--- src/rtl/lockupd_pkg.sv ---
package lockupd_pkg;
    localparam int WL_BIT = 0;
    localparam int LD_BIT = 1;
    localparam int RL_BIT = 2;

    typedef enum logic [1:0] {ST_IDLE, ST_WR, ST_RD} st_e;
    typedef enum logic [1:0] {PH_CLRLD, PH_RW, PH_SETLD, PH_NONE} ph_e;
    typedef enum logic [2:0] {
        E_OK      = 3'd0,
        E_BADREQ  = 3'd1,
        E_LDSTUCK = 3'd2,
        E_RWFAIL  = 3'd3,
        E_LDFAIL  = 3'd4
    } err_e;
endpackage

--- src/rtl/lockupd_screen.sv ---
module lockupd_screen
    import lockupd_pkg::*;
#(
    parameter int DW = 8
) (
    input  logic [DW-1:0] cur,
    input  logic [DW-1:0] req,
    input  logic          unlock,
    output logic [DW-1:0] tgt,
    output logic          bad,
    output logic          same
);
    localparam logic [DW-1:0] ACC_M  = DW'((1 << WL_BIT) | (1 << RL_BIT));
    localparam logic [DW-1:0] FULL_M = ACC_M | DW'(1 << LD_BIT);

    always_comb begin
        // unlock drops both access bits and keeps everything else
        tgt  = unlock ? (cur & ~ACC_M) : req;
        bad  = |((cur ^ tgt) & ~FULL_M);
        same = ~|((cur ^ tgt) & FULL_M);
    end
endmodule

--- src/rtl/lockupd_step.sv ---
module lockupd_step
    import lockupd_pkg::*;
#(
    parameter int DW = 8
) (
    input  logic [DW-1:0] work,
    input  logic [DW-1:0] tgt,
    output ph_e           ph,
    output logic [DW-1:0] wval
);
    localparam logic [DW-1:0] ACC_M = DW'((1 << WL_BIT) | (1 << RL_BIT));
    localparam logic [DW-1:0] LD_M  = DW'(1 << LD_BIT);

    // Priority: release lockdown, then access bits, then lockdown set.
    always_comb begin
        ph   = PH_NONE;
        wval = work;
        if (work[LD_BIT] && !tgt[LD_BIT]) begin
            ph   = PH_CLRLD;
            wval = work & ~LD_M;
        end else if (|((work ^ tgt) & ACC_M)) begin
            ph   = PH_RW;
            wval = (work & ~ACC_M) | (tgt & ACC_M);
        end else if (!work[LD_BIT] && tgt[LD_BIT]) begin
            ph   = PH_SETLD;
            wval = tgt;
        end
    end
endmodule

--- src/rtl/lockupd_ctrl.sv ---
module lockupd_ctrl
    import lockupd_pkg::*;
#(
    parameter int AW = 16,
    parameter int DW = 8
) (
    input  logic          clk,
    input  logic          rst_n,
    input  logic          start,
    input  logic          unlock,
    input  logic [AW-1:0] addr_in,
    input  logic [DW-1:0] cur_val,
    input  logic [DW-1:0] req_val,
    output logic          done,
    output logic [2:0]    err_code,
    output logic          bus_req,
    output logic          bus_we,
    output logic [AW-1:0] bus_addr,
    output logic [DW-1:0] bus_wdata,
    input  logic [DW-1:0] bus_rdata,
    input  logic          bus_ack
);
    localparam logic [DW-1:0] ACC_M = DW'((1 << WL_BIT) | (1 << RL_BIT));
    localparam logic [DW-1:0] LD_M  = DW'(1 << LD_BIT);

    typedef struct packed {
        st_e           st;
        ph_e           ph;
        logic [DW-1:0] tgt;
        logic [DW-1:0] wval;
        logic [AW-1:0] addr;
        logic          done;
        err_e          err;
    } regs_t;

    regs_t q, d;

    logic [DW-1:0] scr_tgt;
    logic          scr_bad, scr_same;
    logic [DW-1:0] stp_work, stp_tgt, stp_wval;
    ph_e           stp_ph;
    logic          rd_fail;

    lockupd_screen #(.DW(DW)) u_screen (
        .cur    (cur_val),
        .req    (req_val),
        .unlock (unlock),
        .tgt    (scr_tgt),
        .bad    (scr_bad),
        .same   (scr_same)
    );

    // idle: plan from the caller's value; otherwise from the verified write
    assign stp_work = (q.st == ST_IDLE) ? cur_val : q.wval;
    assign stp_tgt  = (q.st == ST_IDLE) ? scr_tgt : q.tgt;

    lockupd_step #(.DW(DW)) u_step (
        .work (stp_work),
        .tgt  (stp_tgt),
        .ph   (stp_ph),
        .wval (stp_wval)
    );

    always_comb begin
        rd_fail = (q.ph == PH_CLRLD) ? bus_rdata[LD_BIT] : (bus_rdata != q.wval);
    end

    always_comb begin
        d      = q;
        d.done = 1'b0;
        unique case (q.st)
            ST_IDLE: begin
                if (start) begin
                    d.addr = addr_in;
                    d.tgt  = scr_tgt;
                    if (scr_bad) begin
                        d.done = 1'b1;
                        d.err  = E_BADREQ;
                    end else if (scr_same) begin
                        d.done = 1'b1;
                        d.err  = E_OK;
                    end else begin
                        d.ph   = stp_ph;
                        d.wval = stp_wval;
                        d.st   = ST_WR;
                    end
                end
            end
            ST_WR: begin
                if (bus_ack) d.st = ST_RD;
            end
            ST_RD: begin
                if (bus_ack) begin
                    if (rd_fail) begin
                        d.st   = ST_IDLE;
                        d.done = 1'b1;
                        unique case (q.ph)
                            PH_CLRLD: d.err = E_LDSTUCK;
                            PH_SETLD: d.err = E_LDFAIL;
                            default:  d.err = E_RWFAIL;
                        endcase
                    end else if (stp_ph == PH_NONE) begin
                        d.st   = ST_IDLE;
                        d.done = 1'b1;
                        d.err  = E_OK;
                    end else begin
                        d.ph   = stp_ph;
                        d.wval = stp_wval;
                        d.st   = ST_WR;
                    end
                end
            end
            default: d.st = ST_IDLE;
        endcase
    end

    always_ff @(posedge clk or negedge rst_n) begin
        if (!rst_n) begin
            q.st   <= ST_IDLE;
            q.ph   <= PH_NONE;
            q.tgt  <= '0;
            q.wval <= '0;
            q.addr <= '0;
            q.done <= 1'b0;
            q.err  <= E_OK;
        end else begin
            q <= d;
        end
    end

    assign bus_req   = (q.st != ST_IDLE);
    assign bus_we    = (q.st == ST_WR);
    assign bus_addr  = q.addr;
    assign bus_wdata = q.wval;
    assign done      = q.done;
    assign err_code  = q.err;

    // Last value known to be in the register: the caller's value, then each read-back.
    logic [DW-1:0] seen_q;
    always_ff @(posedge clk or negedge rst_n) begin
        if (!rst_n)                             seen_q <= '0;
        else if (q.st == ST_IDLE && start)      seen_q <= cur_val;
        else if (bus_req && !bus_we && bus_ack) seen_q <= bus_rdata;
    end

    a_r9_hold_until_ack: assert property (@(posedge clk) disable iff (!rst_n)
        bus_req && !bus_ack |=> bus_req && $stable(bus_addr) && $stable(bus_we) && $stable(bus_wdata));

    a_r7_read_after_write: assert property (@(posedge clk) disable iff (!rst_n)
        bus_req && bus_we && bus_ack |=> bus_req && !bus_we && $stable(bus_addr));

    a_r6_ld_after_access: assert property (@(posedge clk) disable iff (!rst_n)
        bus_req && bus_we && bus_wdata[LD_BIT] && !seen_q[LD_BIT]
        |-> ((bus_wdata ^ seen_q) & ACC_M) == '0);

    a_r4_ld_clear_alone: assert property (@(posedge clk) disable iff (!rst_n)
        bus_req && bus_we && seen_q[LD_BIT] && !bus_wdata[LD_BIT]
        |-> ((bus_wdata ^ seen_q) & ~LD_M) == '0);

    a_r2_reject_no_bus: assert property (@(posedge clk) disable iff (!rst_n)
        done && err_code == E_BADREQ |-> !$past(bus_req));
endmodule

--- config.mk ---
export PLATFORM = sky130hd
export DESIGN_NAME = lockupd_ctrl
export DESIGN_NICKNAME = d
export VERILOG_FILES = /design/src/rtl/lockupd_pkg.sv /design/src/rtl/lockupd_screen.sv /design/src/rtl/lockupd_step.sv /design/src/rtl/lockupd_ctrl.sv
export SDC_FILE = /design/constraint.sdc
export NUM_CORES = 1
export LEC_CHECK = 0
export CAP_MARGIN = 0
export CORE_MARGIN = 2
export CORE_UTILIZATION = 45
export CTS_CLUSTER_DIAMETER = 30
export CTS_CLUSTER_SIZE = 24
export DETAILED_ROUTE_END_ITERATION = 16
export PLACE_DENSITY = 0.77
export RECOVER_POWER = 50
export SYNTH_ARGS = -nofsm -noshare
export SYNTH_HDL_FRONTEND = slang
export SYNTH_HIERARCHICAL = 1
export SYNTH_SLANG_ARGS = --single-unit
--- constraint.sdc ---
create_clock -name clk -period 4.5 [get_ports clk]
set_input_delay 1.125 -clock clk [delete_from_list [all_inputs] [get_ports clk]]
set_output_delay 1.125 -clock clk [all_outputs]
set_load 0.02 [all_outputs]
======== Word level (Yosys, flattened, before mapping) ========
Index checks and enable logic that the tools add are counted.
storage, ports and cells
  bits in registers ....................... 40
  latch bits .............................. 0
  memory bits (writable) .................. 0
  memory bits (read-only) ................. 0
  input port bits ......................... 45
  output and inout bits ................... 30
  logic and storage cells ................. 73
  memories kept ........................... 0
operators by class
  $add $sub $neg .......................... 0
  $mul .................................... 0
  divide/modulo/power cells ............... 0
  order comparisons ....................... 0
  eq/ne operators ......................... 14
  shift operators ......................... 0
  multiplexer cells ....................... 34
  bitwise logic cells ..................... 3
  reductions and logical operators ........ 15
operator list
  kind                                           number
  two-way mux 8 bit                              11
  two-way mux 40 bit                             1
  two-way mux 4 bit                              8
  case mux 8 bit (2 select lines)                1
  two-way mux 2 bit                              5
  != test 2 bit, second input constant           5
  AND reduction 5 bit                            2
  != test 8 bit                                  1
  bitwise OR 8 x 3 -> 8 bit                      1
  case mux 4 bit (2 select lines)                1
  XOR 8 bit                                      1
  AND reduction 7 bit                            1
  equality test 2 bit, second input constant     3
  != test 3 bit, second input constant           2
  case mux 2 bit (3 select lines)                1
  case mux 3 bit (2 select lines)                1
  OR reduction 5 bit                             1
  zero test 2 bit                                2
  two-way mux 1 bit                              4
  != test 2 x 1 -> 1 bit, second input constant  2
  case mux 2 bit (2 select lines)                1
  nonzero test 2 bit                             2
  OR reduction 3 bit                             1
  XOR 3 bit                                      1
  other kinds (5)                                7

======== Depth between registers and ports, before layout ========
  depth in word-level cells ............... 12
  mapped depth ............................ 12
  depth with buffers taken out ............ 9

======== Hierarchy ========
Netlist, hierarchy kept.
by module, submodules not included
  module          times used  cells an instance  area an instance (um^2)
  lockupd_ctrl    1           169                2105.8
  lockupd_screen  1           25                 214.0
  lockupd_step    1           17                 167.7

======== Worst setup path after synthesis ========
Ideal clock, no wire load.
  kind .................................... input-to-reg
  start ................................... in unlock
  end ..................................... reg q (netlist bit bus_wdata[0])
  arrival ................................. 3.580 ns
  data required time ...................... 4.375 ns
  path slack .............................. 0.795 ns
  cell stages on the path ................. 11
  path buffers ............................ 2
  cells stage by stage .................... buf_6 and2b_2 mux2_2 xor2_1 or4_1 buf_6 a21boi_0 nand2_1 nand3b_1 o211ai_4 mux2_2
RTL lines
  element                        RTL line              RTL
  start: declaration             lockupd_ctrl.sv:10    input logic unlock,
  two-way mux 8 bit              lockupd_screen.sv:18  tgt = unlock ? (cur & ~ACC_M) : req;
  via scr_tgt[2]                 lockupd_ctrl.sv:38    logic [DW-1:0] scr_tgt;
  two-way mux 8 bit              lockupd_ctrl.sv:55    assign stp_tgt = (q.st == ST_IDLE) ? scr_tgt : q.tgt;
  via stp_tgt[2]                 lockupd_ctrl.sv:40    logic [DW-1:0] stp_work, stp_tgt, stp_wval;
  XOR 3 bit                      lockupd_step.sv:21    end else if (|((work ^ tgt) & ACC_M)) begin
  OR reduction 2 bit             lockupd_step.sv:21
  two-way mux 2 bit              lockupd_step.sv:21
  two-way mux 2 bit              lockupd_step.sv:18    if (work[LD_BIT] && !tgt[LD_BIT]) begin
  via stp_ph[0]                  lockupd_ctrl.sv:41    ph_e stp_ph;
  equality test 2 bit            lockupd_ctrl.sv:102   end else if (stp_ph == PH_NONE) begin
  != test 2 bit (no line)        -
  AND reduction 7 bit (no line)  -
  end: declaration               lockupd_ctrl.sv:36    regs_t q, d;
The timed path passes the listed nets, and every way through them passes these cells. The select of a mux whose other input is x is not followed.
A chain may end at the register's enable or synchronous reset.

======== Worst setup path after layout ========
  start ................................... in unlock
  end ..................................... reg q (netlist bit bus_wdata[7])
The elaborated chain is that of the path after synthesis.

==> flow_metrics.env <==
export IMPL_avgViaCountPerCell=5.13
export IMPL_fin_setup_tns_ns=0
export IMPL_failed_checks="capacitance limit, slew limit"
export IMPL_rsz0062_at_grt="no"
export IMPL_final_common_cell="clkdlybuf4s50_1"
export IMPL_internal_power_mw=1.19
export IMPL_layout_drive_gt1_share_pct=30.4
export IMPL_cp_end_kind="flop"
export IMPL_arrival_ns=4.04
export IMPL_routedWlPerCell_um=15.1
export IMPL_crit_path_start_kind="input pin"
export IMPL_clk_pin_slew_worst_paths_ns=0.07
export IMPL_crit_top_cell="mux2_2"
export IMPL_grt_first_pass_wirelength_um=8660
export IMPL_whs_ns=0.494
export IMPL_final_cell_mix="58 x clkdlybuf4s50_1, 57 x mux2_2, 38 x dfrtp_1, 15 x dlygate4sd3_1, 11 x xor2_1"
export IMPL_sw_frac_of_total_pct=35.5
export IMPL_cts_tree="built"
export IMPL_synthTopCellsByArea="dfrtp_1 38%, mux2_2 26%, buf_4 8.1%"
export IMPL_cp_data_required_time_ns=4.68
export IMPL_synth_compound_area_share_pct=6.54
export IMPL_maxCapViolCount=1
export IMPL_finalHoldViolations=0
export IMPL_synth_avg_cell_area_sq_um=11.8
export IMPL_area_growth_pct=28.7
export IMPL_ant_nets=0
export IMPL_start_util_pct=46.0
export IMPL_power_leakage_nw=1.31
export IMPL_netlist_area_sq_um=2490
export IMPL_drv_slew=41
export IMPL_htree_levels=2
export IMPL_antenna_cells=0
export IMPL_fin_nets=307
export IMPL_track_usage_pct=17.9
export IMPL_criticalPathCategory="input pin to flop"
export IMPL_grt_overflow=0
export IMPL_drt_pass1_iter_count=4
export IMPL_synth_edf_count=0
export IMPL_clk_path_buf_depth=2
export IMPL_synth_adder_area_share_pct=0
export IMPL_p_switching_mw=0.656
export IMPL_power_density_nw_per_um2=577
export IMPL_cts_resized=0
export IMPL_die_w_um=78.3
export IMPL_ctsRootBufferMaster="clkbuf_8"
export IMPL_syn_nets=256
export IMPL_yosysTopAreaCell="dfrtp_1"
export IMPL_p_clk_share_pct=15.8
export IMPL_die_y_um=78.3
export IMPL_combPwrFrac_pct=50.4
export IMPL_peakVddDrop_mv=0.288
export IMPL_gp_congestion=0.821
export IMPL_worst_path_buf_inv=1
export IMPL_synth_yosys_seq_area_share_pct=40.3
export IMPL_finalCriticalPeriod_ns=3.86
export IMPL_crit_fanout=10
export IMPL_dp_cells=327
export IMPL_synth_xor_area_share_pct=5.99
export IMPL_crit_chain="clkdlybuf4s50_1 > and2b_2 > mux2_2 > xor2_1 > or4_1 > a21boi_0 > nand2_1 > nand3b_1 > o211ai_4 > mux2_2"
export IMPL_fmax_mhz=259
export IMPL_boundaryPins=75
export IMPL_core_area_sq_um=5410
export IMPL_vias=1720
export IMPL_synth_simple_area_share_pct=7.55
export IMPL_antenna_found_initial=0
export IMPL_cts_num_sinks=40
export IMPL_status="complete, but fails checks"
export IMPL_yosys_warnings=6
export IMPL_critPathSlowestCell="or4_1"
export IMPL_synth_flop_cell="dfrtp_1"
export IMPL_numCtsBuffers=5
export IMPL_drc_errors=0
export IMPL_tightestPinTransition_ns=2.18
export IMPL_synth_top_family_by_area="multiplexers"
export IMPL_hold_path_class="flop to flop"
export IMPL_port_buffers=74
export IMPL_grt_pass1_vias=1800
export IMPL_dpl_hpwl_um=3710
export IMPL_grt_max_degree=41
export IMPL_die_area_sq_um=6140
export IMPL_synthMuxAreaShare_pct=28.8
export IMPL_synth_cell_types=44
export IMPL_post_cts_buffers=0
export IMPL_syn_inst=211
export IMPL_worstSkewPairLatency_ns=0.29
export IMPL_period_share_pct=85.9
export IMPL_synthDominantCellAreaShare_pct=38.2
export IMPL_fp_row_count=27
export IMPL_max_slew_margin_rel_pct=-45.6
export IMPL_cpPeakStageDelay_ns=0.50
export IMPL_ctsHoldBuffers=0
export IMPL_ys_async_sr_fraction_pct=100
export IMPL_stdcell_count=335
export IMPL_drtIter0Drc=80
export IMPL_finClkSkew_ns=0.00709
export IMPL_setup_viol=0
export IMPL_ys_seq_elements=40
export IMPL_share_seq_of_total_power_pct=33.8
export IMPL_critical_path_top_delay_family="simple AND/OR/NAND/NOR gates"
export IMPL_routed_wl_um=5040
## routing by layer
layer | wire [um] | vias to the layer above | global-route usage (%)
met2 | 2450 | 46 | 30.9
met5 | 0 | - | 0
met4 | 51 | 0 | 4.56
met1 | 2280 | 843 | 22.5
met3 | 262 | 7 | 4.37
li1 | - | 824 | -
## worst paths after layout
| path | end | cells past startpoint | from | slack [ns] |
|---|---|---|---|---|
| hold / removal | err_code[0] | 1 | err_code[0] | 0.49 |
| max in group asynchronous | q[33] | 1 | rst_n | 1.78 |
| hold reg to reg | err_code[0] | 1 | err_code[0] | 0.49 |
| setup reg to reg | bus_wdata[7] | 10 | q[38] | 1.23 |
| setup / recovery | bus_wdata[7] | 10 | unlock | 0.64 |
| min in group asynchronous | q[39] | 1 | rst_n | 1.46 |
## area by class of cell
type	instances	area [sq um]
clock inverter	2	35.0
timing repair buffer	78	764
clock buffer	6	72.6
fill	493	2200
multi-input combinational	132	1220
sequential	40	1000
inverter	5	18.8
tap	72	90.1
## sequential cells by signal, indices dropped and copies added (netlist names)
name,count
q,12
bus_wdata,8
err_code,3
done,1
bus_addr,16
## stage by stage
| stage | power (mW) | setup slack (ns) | utilization (%) | instance area [sq um] |
|---|---|---|---|---|
| 2_1_floorplan | 1.36 | 0.795 | - | 2490 |
| 3_3_place_gp | 1.57 | 0.424 | 57.2 | 3090 |
| 3_5_place_dp | 1.59 | 0.318 | 57.2 | 3090 |
| 4_1_cts | 1.89 | 0.628 | 59.2 | 3200 |
| 5_1_grt | 1.97 | 0.494 | 59.2 | 3200 |
| 6_report | 1.85 | 0.636 | 59.2 | 3200 |
## cells in the mapped netlist, types with 2 or more instances
library cell	instances
and2b_2	2
inv_1	3
xor2_1	11
nand3b_1	2
nor2b_1	2
o21ai_0	3
nor4_1	2
nand2_1	5
buf_6	2
dfstp_2	2
nor3_1	4
buf_2	4
xnor2_1	6
dfrtp_1	38
mux2_4	5
mux2_2	57
a32o_1	4
nor2_1	7
buf_4	27
## power groups by stage
stage	registers [mW]	logic [mW]	clock network (mW)
after floorplan	0.598	0.764	0
after global placement	0.628	0.941	0
after detailed placement	0.635	0.954	0
after CTS	0.629	0.958	0.302
after global routing	0.652	0.999	0.316
final	0.624	0.931	0.291
## kinds of logic after synthesis
kind of cell              Yosys count
AOI/OAI and AO/OA                  20
xor gates and xnor gates           17
buffers and inverters              39
DFF                                40
muxes                              62
and+or+nand+nor                    33
No activity file was read; power rests on OpenSTA's default activity.
